**src/rtl/sel_pkg.sv**
```systemverilog
package sel_pkg;
  typedef enum logic [1:0] {
    ST_CTL   = 2'd0,
    ST_TRUE  = 2'd1,
    ST_FALSE = 2'd2
  } sel_state_e;
endpackage

```
**src/rtl/sel_fire_ctrl.sv**
```systemverilog
module sel_fire_ctrl
  import sel_pkg::*;
(
  input  logic clk,
  input  logic rst_n,
  input  logic ctl_valid,
  input  logic ctl_bit,
  input  logic tdat_valid,
  input  logic fdat_valid,
  input  logic slot_free,
  output logic ctl_ready,
  output logic tdat_ready,
  output logic fdat_ready,
  output logic load_en,
  output logic load_true
);
  sel_state_e state_q, state_d;
  logic ctl_fire, t_fire, f_fire;

  always_comb begin
    ctl_ready  = (state_q == ST_CTL);
    tdat_ready = (state_q == ST_TRUE)  && slot_free;
    fdat_ready = (state_q == ST_FALSE) && slot_free;
    ctl_fire   = ctl_ready  && ctl_valid;
    t_fire     = tdat_ready && tdat_valid;
    f_fire     = fdat_ready && fdat_valid;
    state_d    = state_q;
    unique case (state_q)
      ST_CTL:   if (ctl_fire) state_d = ctl_bit ? ST_TRUE : ST_FALSE;
      ST_TRUE:  if (t_fire)   state_d = ST_CTL;
      ST_FALSE: if (f_fire)   state_d = ST_CTL;
      default:                state_d = ST_CTL;
    endcase
  end

  always_ff @(posedge clk or negedge rst_n) begin
    if (!rst_n) state_q <= ST_CTL;
    else        state_q <= state_d;
  end

  assign load_en   = t_fire || f_fire;
  assign load_true = (state_q == ST_TRUE);

  // a consumed control bit routes to exactly one data stream
  p_ctl_route_r3: assert property (@(posedge clk) disable iff (!rst_n)
    ctl_fire |=> !ctl_ready && ($past(ctl_bit) ? !fdat_ready : !tdat_ready));

  // a data firing returns to the control state
  p_return_r4: assert property (@(posedge clk) disable iff (!rst_n)
    (t_fire || f_fire) |=> ctl_ready);
endmodule

```
**src/rtl/sel_out_slot.sv**
```systemverilog
module sel_out_slot #(
  parameter int DATA_W = 8
) (
  input  logic              clk,
  input  logic              rst_n,
  input  logic              load_en,
  input  logic [DATA_W-1:0] load_data,
  input  logic              out_ready,
  output logic              out_valid,
  output logic [DATA_W-1:0] out_data,
  output logic              slot_free
);
  logic              vld_q, vld_d;
  logic [DATA_W-1:0] dat_q;

  always_comb begin
    slot_free = !vld_q || out_ready;
    vld_d     = vld_q;
    if (load_en)        vld_d = 1'b1;
    else if (out_ready) vld_d = 1'b0;
  end

  always_ff @(posedge clk or negedge rst_n) begin
    if (!rst_n) vld_q <= 1'b0;
    else        vld_q <= vld_d;
  end

  always_ff @(posedge clk) begin
    if (load_en) dat_q <= load_data;
  end

  assign out_valid = vld_q;
  assign out_data  = dat_q;

  // a loaded token is presented on the next cycle
  p_load_r4: assert property (@(posedge clk) disable iff (!rst_n)
    load_en |=> out_valid && (out_data == $past(load_data)));

  // a stalled token is held unchanged
  p_hold_r7: assert property (@(posedge clk) disable iff (!rst_n)
    (out_valid && !out_ready) |=> out_valid && $stable(out_data));
endmodule

```
**src/rtl/sel_actor.sv**
```systemverilog
module sel_actor #(
  parameter int DATA_W = 8
) (
  input  logic              clk,
  input  logic              rst_n,
  input  logic              ctl_valid,
  input  logic              ctl_data,
  output logic              ctl_ready,
  input  logic              tdat_valid,
  input  logic [DATA_W-1:0] tdat_data,
  output logic              tdat_ready,
  input  logic              fdat_valid,
  input  logic [DATA_W-1:0] fdat_data,
  output logic              fdat_ready,
  output logic              out_valid,
  output logic [DATA_W-1:0] out_data,
  input  logic              out_ready
);
  logic              slot_free;
  logic              load_en;
  logic              load_true;
  logic [DATA_W-1:0] pick_data;

  sel_fire_ctrl i_ctrl (
    .clk        (clk),
    .rst_n      (rst_n),
    .ctl_valid  (ctl_valid),
    .ctl_bit    (ctl_data),
    .tdat_valid (tdat_valid),
    .fdat_valid (fdat_valid),
    .slot_free  (slot_free),
    .ctl_ready  (ctl_ready),
    .tdat_ready (tdat_ready),
    .fdat_ready (fdat_ready),
    .load_en    (load_en),
    .load_true  (load_true)
  );

  assign pick_data = load_true ? tdat_data : fdat_data;

  sel_out_slot #(.DATA_W(DATA_W)) i_slot (
    .clk       (clk),
    .rst_n     (rst_n),
    .load_en   (load_en),
    .load_data (pick_data),
    .out_ready (out_ready),
    .out_valid (out_valid),
    .out_data  (out_data),
    .slot_free (slot_free)
  );

  // a full, stalled output register blocks both data readies
  p_no_clobber_r7: assert property (@(posedge clk) disable iff (!rst_n)
    (out_valid && !out_ready) |-> (!tdat_ready && !fdat_ready));

  // a waiting data state keeps waiting while its token is absent
  p_block_r6: assert property (@(posedge clk) disable iff (!rst_n)
    (tdat_ready && !tdat_valid) |=> tdat_ready);
endmodule

```
**config.mk**
```make
export PLATFORM = sky130hd
export DESIGN_NAME = sel_actor
export DESIGN_NICKNAME = d
export VERILOG_FILES = /design/src/rtl/sel_pkg.sv /design/src/rtl/sel_fire_ctrl.sv /design/src/rtl/sel_out_slot.sv /design/src/rtl/sel_actor.sv
export SDC_FILE = /design/constraint.sdc
export NUM_CORES = 1
export LEC_CHECK = 0
export CORE_MARGIN = 10
export CORE_UTILIZATION = 34
export DETAILED_ROUTE_END_ITERATION = 8
export GPL_ROUTABILITY_DRIVEN = 0
export PLACE_DENSITY = 0.76
export SLEW_MARGIN = 30
export SYNTH_ARGS = -nofsm -noshare
export SYNTH_HDL_FRONTEND = slang
export SYNTH_HIERARCHICAL = 1
export SYNTH_SLANG_ARGS = --single-unit
export TNS_END_PERCENT = 30
```
**constraint.sdc**
```tcl
create_clock -name clk -period 1.6 [get_ports clk]
set_input_delay 0.16 -clock clk [delete_from_list [all_inputs] [get_ports clk]]
set_output_delay 0.16 -clock clk [all_outputs]
set_load 0.01 [all_outputs]
```
==> impl_metrics.ini <==
[outcome]
status = completed

[floorplanning]
initial_core_util_pct = 35.96
die_h_um = 60.15
pin_count = 35
num_rows = 14
die_w_um = 60.15
die_area_um2 = 3617
core_um2 = 1524

[cts]
ctsRootBufferMaster = clkbuf_4
cts_max_level = 1
cts_buffers = 3
cts_tree = built
clkLatencyLatePin_ns = 0.25
cts_buffer_depth = 2
clkTransAtPathRegs_ns = 0.06
clkSinkCount = 11

[finish]
diodes = 0
fin_cells = 89
fillCellCount = 121
drive_gt1_share_pct = 23.29
synthToLayoutAreaGrowth_pct = 71.69
post-route-util_pct = 61.74
finalNetCount = 97

[place]
dpl.hpwl_um = 1159
portBuffers = 34
place_ws_ns = -0.04842
dp_cells = 85

[grt]
grt_max_degree = 10
grtUsageTotal_pct = 8.163
grt-ovfl-total = 0
grt_pass1_wl_um = 2187
first_global_vias = 439
antenna_found_initial = 0

[pwr]
leakage_nw = 0.3899
power_density_nw_per_um2 = 1366
pwr-share-clk_pct = 13.6
internal_power_mw = 0.9124
swShare_pct = 29.00
combPwrFrac_pct = 49.7
vdd_drop_max_mv = 0.6081
power_switching_mw = 0.3727
p_seq_share_pct = 36.7

[setup_path]
r2r_setup_slack_ns = 0.18
cpLargestDelayFamily = flip-flops
r2r-end = i_slot/out_data[3]
critPathKind = reg -> out
cpPeakStageDelay_ns = 0.43
r2r_cells = 3
worstPathMaxFanout = 5
arrival_ns = 1.31
path_cells = and2b_4, and2_1, dlygate4sd2_1
worstSetupEndpoint = tdat_ready
cp.depth = 3
r2r-start = i_ctrl/state_q[1]
crit_required_ns = 1.44
critPathLaunch = i_ctrl/state_q[0]
slowest_stage = dfrtp_1
start_kind = flop
critPathBufInv = 1
endpoint_kind = primary output

[logic_synthesis]
synth_area_um2 = 548.0
ys_ff_latch = 11
syn_nets = 57
synth.distinct_cells = 15
yosysTopAreaCell = edfxtp_1
syn_inst = 34
synth.area.top_cells = edfxtp_1 44%, mux2_4 22%, dfrtp_1 14%
synth-warning-count = 6
yosysTopAreaCellShare_pct = 43.84
synth.avg_cell_area_um2 = 16.12
synth.yosys.seq_area_share_pct = 57.53

[route]
drc = 0
drt-total-wl_um = 1305
drt_first_pass_iters = 6
wl_per_cell_um = 14.66
vias = 419
drtIter0Drc = 7
viasPerCell = 4.708
ant_nets = 0

[timing]
fin_crit_sh_pct = 92.16
whs_ns = 0.08771
hold_viol = 0
slew_headroom_pct = 73.14
worstMarginPinSlew_ns = 0.4029
setup_viol = 0
layout_setup_ws_ns = 0.1254
slew_viol_final = 0
clock.fmax_mhz = 678.2
finClkSkew_ns = 0.001588
tns_ns = 0
fin_crit_ns = 1.475
rsz0062_at_grt = false

[worst_hold_path]
hold_class = in -> async

[run]
cap_viol_max_count = 0
-- cell type report --
cell class	instances	area, um^2	share of cell area [%]
repair buffers	36	355.3	37.77
flip-flops and latches	11	315.3	33.51
multi-input cells	21	220.2	23.40
clock buffers	4	26.28	2.793
well taps	16	20.02	2.128
inverters	1	3.754	0.3989
-- layer usage --
layer  part of all wire (%)  global-route usage, %
met5                      0                      0
met4                    2.5                  6.731
met3                    7.0                  2.542
met2                     55                  13.09
met1                     35                  8.485
-- cell usage in the layout, fill, tap and decap left out, types with 2 or more instances in the layout --
master           count
clkdlybuf4s50_1     31
dlygate4sd2_1        2
a32o_1               2
dfrtp_1              3
clkbuf_4             3
buf_4                2
edfxtp_1             8
and2_1               3
mux2_4               8
-- cells by family after synthesis --
logic type / Yosys count / synth area share [%]
buffers and inverters: 2 / 2.739
and+or+nand+nor: 9 / 11.87
muxes: 8 / 21.92
AOI/OAI and AO/OA: 4 / 5.936
DFF: 11 / 57.53
-- synthesized netlist by cell type (all sizes together) --
cell type,instances
a21oi,1
edfxtp,8
mux2,8
and2b,1
inv,1
nand2,1
a211oi,1
dfrtp,3
a32o,2
nand2b,2
nor2b,1
nor2,1
and2,3
buf,1
-- how the worst min path moves through the flow --
| stage | slack (ns) | endpoint | depth (start not counted) |
|---|---|---|---|
| after CTS | 0.09 | i_ctrl/state_q[1] | 1 |
| after global placement | 0.36 | i_slot/out_valid | 1 |
| final | 0.09 | i_ctrl/state_q[1] | 1 |
| after detailed placement | 0.36 | i_slot/out_valid | 1 |
| after global routing | 0.07 | i_slot/out_valid | 1 |
| after floorplan | -0.14 | i_ctrl/state_q[0] | 0 |
-- repair_timing --
item | in CTS | in global routing
buffers inserted | 0 | 0
hold buffers | 0 | 0
pin swaps | 0 | 0
setup endpoints to repair | 2 | 1
resized for setup | 3 | 1
-- sequential cells by signal, summed over array words and instances (netlist names) --
| name | count |
|---|---|
| i_slot/out_valid | 1 |
| i_ctrl/state_q | 2 |
| i_slot/out_data | 8 |
-- power groups by stage --
| stage | combinational (mW) | sequential (mW) | clock, mW |
|---|---|---|---|
| finish | 0.639 | 0.471 | 0.175 |
| global route | 0.688 | 0.481 | 0.205 |
| CTS | 0.652 | 0.472 | 0.180 |
| detailed placement | 0.663 | 0.476 | 0 |
| global placement | 0.656 | 0.475 | 0 |
| floorplan | 0.339 | 0.504 | 0 |
-- through the flow --
step / area, um^2 / power, mW
after floorplan: 548.0 / 0.8438
after global placement: 912.1 / 1.131
after detailed placement: 912.1 / 1.138
after CTS: 938.4 / 1.305
after global routing: 940.9 / 1.374
final: 940.9 / 1.285
Power figures use the tool's default switching activity.
